===== src/rtl/trip_pkg.sv =====
package trip_pkg;

    parameter int unsigned CH_COUNT = 5;
    parameter int unsigned DUR_W    = 8;

    localparam logic [DUR_W-1:0] DEFAULT_MIN_DUR = DUR_W'(9);

    // Per-channel inputs bundled for the channel slice.
    typedef struct packed {
        logic req;
        logic unl;
        logic mreset;
    } chan_in_t;

    // Per-channel state flags brought back to the top.
    typedef struct packed {
        logic stretch_busy;
        logic sealed;
    } chan_flags_t;

    function automatic logic rose(input logic now_v, input logic prev_v);
        return now_v & ~prev_v;
    endfunction

endpackage


===== src/rtl/trip_min_timer.sv =====
module trip_min_timer #(
    parameter int unsigned DUR_W = trip_pkg::DUR_W
) (
    input  logic             clk,
    input  logic             rst,
    input  logic             tick,
    input  logic             load,
    input  logic [DUR_W-1:0] load_val,
    output logic             busy
);
    logic [DUR_W-1:0] remain_q;

    always_ff @(posedge clk) begin
        if (rst) begin
            remain_q <= '0;
        end else if (tick) begin
            if (load) begin
                remain_q <= load_val;
            end else if (remain_q != '0) begin
                remain_q <= remain_q - DUR_W'(1);
            end
        end
    end

    assign busy = (remain_q != '0);

endmodule


===== src/rtl/trip_seal_cell.sv =====
module trip_seal_cell (
    input  logic clk,
    input  logic rst,
    input  logic tick,
    input  logic loop_in,
    input  logic brk,
    output logic sealed
);
    logic seal_q;

    always_ff @(posedge clk) begin
        if (rst) begin
            seal_q <= 1'b0;
        end else if (tick) begin
            seal_q <= loop_in & ~brk;
        end
    end

    assign sealed = seal_q;

endmodule


===== src/rtl/trip_channel.sv =====
module trip_channel
    import trip_pkg::*;
#(
    parameter int unsigned DUR_W = trip_pkg::DUR_W
) (
    input  logic             clk,
    input  logic             rst,
    input  logic             tick,
    input  logic [DUR_W-1:0] min_dur,
    input  chan_in_t         cin,
    output logic             trip,
    output chan_flags_t      flags
);
    logic req_prev_q;
    logic load_stretch;
    logic stretch_busy;
    logic sealed;

    always_ff @(posedge clk) begin
        if (rst) begin
            req_prev_q <= 1'b0;
        end else if (tick) begin
            req_prev_q <= cin.req;
        end
    end

    assign load_stretch = rose(cin.req, req_prev_q);

    trip_min_timer #(.DUR_W(DUR_W)) u_timer (
        .clk      (clk),
        .rst      (rst),
        .tick     (tick),
        .load     (load_stretch),
        .load_val (min_dur),
        .busy     (stretch_busy)
    );

    trip_seal_cell u_seal (
        .clk     (clk),
        .rst     (rst),
        .tick    (tick),
        .loop_in (trip),
        .brk     (cin.unl | cin.mreset),
        .sealed  (sealed)
    );

    assign trip  = cin.req | stretch_busy | sealed;
    assign flags = '{stretch_busy: stretch_busy, sealed: sealed};

endmodule


===== src/rtl/trip_latch_bank.sv =====
module trip_latch_bank
    import trip_pkg::*;
#(
    parameter int unsigned NUM_CH = trip_pkg::CH_COUNT,
    parameter int unsigned DUR_W  = trip_pkg::DUR_W
) (
    input  logic              clk,
    input  logic              rst,
    input  logic              tick,
    input  logic [DUR_W-1:0]  min_dur,
    input  logic [NUM_CH-1:0] trip_req,
    input  logic [NUM_CH-1:0] unlatch,
    input  logic              target_reset,
    output logic [NUM_CH-1:0] trip_out,
    output logic              trip_any
);
    logic [NUM_CH-1:0] timer_busy;
    logic [NUM_CH-1:0] seal_q;

    for (genvar g = 0; g < NUM_CH; g++) begin : g_ch
        chan_in_t    cin;
        chan_flags_t fl;

        assign cin = '{req: trip_req[g], unl: unlatch[g], mreset: target_reset};

        trip_channel #(.DUR_W(DUR_W)) u_ch (
            .clk     (clk),
            .rst     (rst),
            .tick    (tick),
            .min_dur (min_dur),
            .cin     (cin),
            .trip    (trip_out[g]),
            .flags   (fl)
        );

        assign timer_busy[g] = fl.stretch_busy;
        assign seal_q[g]     = fl.sealed;
    end

    assign trip_any = |trip_out;

endmodule


===== config.mk =====
export PLATFORM = sky130hd
export DESIGN_NAME = trip_latch_bank
export DESIGN_NICKNAME = d
export VERILOG_FILES = /design/src/rtl/trip_pkg.sv /design/src/rtl/trip_min_timer.sv /design/src/rtl/trip_seal_cell.sv /design/src/rtl/trip_channel.sv /design/src/rtl/trip_latch_bank.sv
export SDC_FILE = /design/constraint.sdc
export NUM_CORES = 1
export LEC_CHECK = 0
export BUFFER_PORTS_ARGS = -buffer_cell sky130_fd_sc_hd__clkbuf_2
export CAP_MARGIN = 20
export CORE_ASPECT_RATIO = 1.25
export CORE_MARGIN = 3
export CORE_UTILIZATION = 41
export DETAILED_ROUTE_END_ITERATION = 8
export MAX_ROUTING_LAYER = met4
export PLACE_DENSITY_LB_ADDON = 0.05
export SLEW_MARGIN = 40
export SYNTH_ARGS = -nofsm -noshare
export SYNTH_HDL_FRONTEND = slang
export SYNTH_SLANG_ARGS = --single-unit

===== constraint.sdc =====
create_clock -name clk -period 2.45 [get_ports clk]
set_input_delay 0.3675 -clock clk [delete_from_list [all_inputs] [get_ports clk]]
set_output_delay 0.3675 -clock clk [all_outputs]
set_load 0.01 [all_outputs]

* After elaboration in Yosys (flattened, before gate mapping)
Index checks and enable logic that the tools add are counted.
** Word-level totals
- Bits in registers :: 50
- Input bits :: 22
- Output and inout port bits :: 6
- Logic and storage cells :: 81
** Operators by class
- Add/subtract/negate cells :: 5
- Multiplexer cells :: 10
- Bitwise operators :: 35
- Reduce and logical (&&, ||, !) cells :: 16
** Operators with widths (number)
- two-way mux 8 bit :: 10
- nonzero test 8 bit :: 5
- subtractor 8 x 1 -> 8 bit (second input constant) :: 5
- OR 1 bit :: 15
- AND 1 bit :: 10
- inverter 1 bit :: 10
- AND reduction 2 bit :: 5
- nonzero test 2 bit :: 5
- OR reduction 5 bit :: 1

* Longest topological paths before layout
- Depth in word-level cells :: 4
- Mapped depth :: 7
- Mapped depth without buffers :: 6

* Hierarchy
Synthesis repeated with hierarchy kept, for this count alone.
** Unflattened totals
- Cells, all modules :: 408
- Area total of the unflattened synthesis :: 3353.2 sq um
** By module, submodules not included
- trip_min_timer :: times used 5, cells each 69, area each 558.0 sq um, sequential area each 160.2 sq um
- trip_channel :: times used 5, cells each 8, area each 67.6 sq um, sequential area each 20.0 sq um
- trip_seal_cell :: times used 5, cells each 4, area each 42.5 sq um, sequential area each 20.0 sq um
- trip_latch_bank :: times used 1, cells each 3, area each 12.5 sq um, sequential area each 0.0 sq um

* Worst setup path before layout
Ideal clock, no wire load.
- Path kind :: reg-to-output
- Start point :: register g_ch[3].u_ch.u_timer.remain_q[0]
- End point :: output port trip_any
- Data arrival time :: 1.739 ns
- Data required time :: 2.082 ns
- Path slack :: 0.343 ns
- Stages on the path, launching flop included :: 7
- Buffers on the path :: 0
- Cell sequence :: dfxtp_1 -> inv_1 -> ha_1 -> or3b_2 -> or4_4 -> nor3_2 -> nand3_1
** Between the ends
- Longest elaborated chain between the ends :: 4
** RTL lines
- start: declaration :: line trip_min_timer.sv:11 : logic [DUR_W-1:0] remain_q;
- start signal: assignment :: line trip_min_timer.sv:18 : remain_q <= load_val;
- start signal: assignment :: line trip_min_timer.sv:20 : remain_q <= remain_q - DUR_W'(1);
- nonzero test 8 bit :: line trip_min_timer.sv:25 : assign busy = (remain_q != '0);
- OR 1 bit (2 in a row) :: line trip_channel.sv:47 : assign trip = cin.req | stretch_busy | sealed;
- named net g_ch[3].u_ch.trip :: line trip_channel.sv:11 : output logic trip,
- OR reduction 5 bit :: line trip_latch_bank.sv:40 : assign trip_any = |trip_out;
- end: declaration :: line trip_latch_bank.sv:15 : output logic trip_any
The timed path passes the listed nets, and every way through them passes these cells.

* Final worst setup path
- Start point :: register g_ch[0].u_ch.u_timer.remain_q[1]
- End point :: output port trip_any
** Between the ends
- Longest elaborated chain between the ends :: 4
** RTL lines (line)
- start: declaration :: trip_min_timer.sv:11
- start signal: assignment :: trip_min_timer.sv:18
- start signal: assignment :: trip_min_timer.sv:20
- nonzero test 8 bit :: trip_min_timer.sv:25
- OR 1 bit (2 in a row) :: trip_channel.sv:47
- OR reduction 5 bit :: trip_latch_bank.sv:40
No other way between the ends.

==> out/qor.yml <==
timing:
  setup_violations: 1
  slew_viol_final: 0
  hold_viol: 0
  rsz0062_at_grt: "yes"
  slew_headroom: 0.402
  fin_crit_sh: 1.01
  period_needed_ps: 2480
  skew_ps: 11.7
  fmax_mhz: 404
  worst_pin_slew_ps: 885
  setup_slack_ps: -27.9
pwr:
  powerDensity_mw_per_mm2: 722
  pwr-share-comb: 0.406
  power_switching_mw: 0.972
  seqPwrFrac: 0.394
  p_int_mw: 1.61
  p_sw_frac: 0.376
  power_leakage_nw: 1.38
  ir_worst_vdd_uv: 306
  clkPwrFrac: 0.200
layout:
  mostFrequentLayoutCell: "dfxtp_1"
  layout-drive-gt1-share: 0.182
  fin_area_sq_mm: 0.00358
  final_util: 0.478
  finalNonFillerCells: 532
  layout_common_cells: "dfxtp_1 (45), a21oi_1 (39), nand2_1 (35)"
  nFillCells: 773
  diodes: 0
  nNetsFinal: 471
  syn_to_final_growth_pct: 11.5
clocking:
  htree_levels: 2
  clk-insertion-delay-late_ps: 310
  hold_buffers: 0
  cts_tree: "yes"
  clkTransAtPathRegs_ps: 100
  numCtsBuffers: 5
  root_buffer: "clkbuf_8"
  cts_num_sinks: 50
  clk_path_buf_depth: 2
route:
  viasPerCell: 5.97
  drc: 0
  drtIter0Drc: 140
  vias: 3176
  final_antenna_net_count: 0
  drt-pass1-iter-count: 6
  wire_per_inst_microns: 17.2
  drt-total-wl_mm: 9.17
worst_setup_path:
  cp_slowest_stage_delay_ps: 450
  path_max_fanout: 4
  cp-end-kind: "output pin"
  critical_path_class: "flip-flop to output pin"
  critPathArrivalTime_ps: 2110
  start_kind: "flip-flop"
  cp.required_ps: 2080
  slowest_stage: "or4b_4"
  cp_cell_sequence: "inv_2 > ha_4 > or4b_4 > or4_4 > nor3_2 > nand3_1 > clkbuf_2"
place:
  portBuffers: 27
  dpl_worst_slack_ps: 190
  dp.cells: 523
  dpl.hpwl_mm: 6.51
  gp_congestion: 0.880
  dpl_cell_area_sq_mm: 0.00345
logic_synthesis:
  syn_area_per_cell_sq_um: 7.71
  synth.cell_area_sq_mm: 0.00321
  async_flop_share: 0
  yosysUniqueCellTypes: 58
  synth_edf_count: 0
  ys_seq_elements: 50
  synthFlopType: "dfxtp_1"
  netlist_instances: 416
  ys_warn_count: 0
  synth_nets: 448
  yosysSeqAreaShare: 0.312
die:
  die_w_microns: 85.1
  start_util: 0.428
  num_rows: 35
  die_area_sq_mm: 0.00893
  die_h_microns: 105
  ios: 28
  core_sq_mm: 0.00749
job:
  cap_violations: 0
grt:
  grt_pass1_wl_mm: 15.0
  antenna_found_initial: 0
  busiest_layer: "met2"
  grt_max_degree: 31
  met1_usage: 0.280
  grt_overflow: 0
  track_usage: 0.214
  grt_pass1_vias: 2948
  grt_use_met2: 0.355
  gr-usage-met3: 0.0268
run_status:
  status: "complete, but fails checks"
  failed_checks: "setup timing"
min_path:
  min_path_type: "primary input to flip-flop"
## power by group through the flow
stage / registers [mW] / logic [mW] / clock network, mW
2_1_floorplan: 1.01 / 0.785 / 0
3_3_place_gp: 1.03 / 1.02 / 0
3_5_place_dp: 1.03 / 1.03 / 0
4_1_cts: 1.02 / 1.05 / 0.539
5_1_grt: 1.03 / 1.18 / 0.575
6_report: 1.02 / 1.05 / 0.517
## routing by layer
metal / part of all wire / wire length [microns] / vias up
met5: 0 / 0 / -
met4: 0.013 / 115 / 0
met3: 0.028 / 261 / 8
met2: 0.49 / 4500 / 52
met1: 0.47 / 4290 / 1523
li1: - / - / 1593
## kinds of logic (layout without fill, tap and decap cells)
group                    Yosys count  in the layout  share of synthesized area
buffers and inverters             48             72                     0.0648
flip-flops                        50             50                      0.312
multiplexers                       8              8                     0.0254
adder cells (fa/ha/maj)           10             10                     0.0390
AO/OA/AOI/OAI                    126            126                      0.258
AND/OR/NAND/NOR                  174            174                      0.300
## sequential cells by signal, summed over array words and instances (netlist names)
| signal | cells |
|---|---|
| g_ch.u_ch.u_timer.remain_q | 40 |
| g_ch.u_ch.u_seal.sealed | 5 |
| g_ch.u_ch.req_prev_q | 5 |
## through the flow
stage	TNS, ps	power, mW	hold WS, ps
3_3_place_gp	0	2.05	451
4_1_cts	-36.9	2.61	310
6_report	-27.9	2.58	312
5_1_grt	-134	2.78	327
3_5_place_dp	0	2.06	449
2_1_floorplan	0	1.79	432
## timing repair
| item | 4_1_cts | 5_1_grt |
|---|---|---|
| pin swaps | 1 | 0 |
| endpoints found under the setup margin | 1 | 1 |
| setup buffers | 1 | 0 |
| resized for setup | 11 | 0 |
## path summary, 6_finish.rpt
path	slack, ps	depth (start not counted)	startpoint	endpoint
setup / recovery	-30	7	g_ch[0].u_ch.u_timer.remain_q[1]	trip_any
hold / removal	310	4	unlatch[0]	g_ch[0].u_ch.u_seal.sealed
setup reg to reg	410	6	g_ch[4].u_ch.u_timer.remain_q[1]	g_ch[4].u_ch.u_timer.remain_q[0]
hold reg to reg	470	2	g_ch[3].u_ch.u_seal.sealed	g_ch[3].u_ch.u_seal.sealed
## layout make-up
cell class | count | area (sq um) | area share
multi-input cells | 318 | 2020 | 0.564
flip-flops and latches | 50 | 1010 | 0.282
inverters | 18 | 67.6 | 0.0189
repair buffers | 46 | 278 | 0.0777
clock inverters | 1 | 5.00 | 0.00140
clock buffers | 7 | 86.3 | 0.0241
well taps | 92 | 115 | 0.0322
## cell usage after synthesis (4+ instances only)
| cell type | instances | area [sq um] |
|---|---|---|
| or3_1 | 5 | 31.3 |
| a32o_1 | 4 | 40.0 |
| nand3b_1 | 4 | 30.0 |
| a22oi_1 | 4 | 30.0 |
| nand2b_1 | 5 | 31.3 |
| nor2_1 | 34 | 128 |
| buf_4 | 6 | 45.0 |
| o2111ai_1 | 4 | 35.0 |
| o21ai_0 | 26 | 130 |
| a21o_1 | 12 | 90.1 |
| dfxtp_1 | 50 | 1000 |
| o31ai_1 | 4 | 30.0 |
| ha_1 | 10 | 125 |
| a31oi_1 | 7 | 43.8 |
| a21oi_1 | 39 | 195 |
| mux2i_1 | 7 | 70.1 |
| nand2_1 | 35 | 131 |
| nor4_1 | 12 | 75.1 |
| nand4b_1 | 6 | 52.6 |
| clkbuf_1 | 17 | 63.8 |
| inv_1 | 17 | 63.8 |
| nor2b_1 | 11 | 68.8 |
| nand3_1 | 15 | 75.1 |
| nor3_1 | 11 | 55.1 |
| or4_1 | 9 | 67.6 |
| or2_2 | 4 | 25.0 |
## worst max-delay path, delay by kind of cell, from the launching register on
family,cells,cell delay (ps)
simple gates,4,1100
buf+inv,2,210
flops,1,350
fa+ha+maj,1,130
Power figures use the tool's default switching activity.
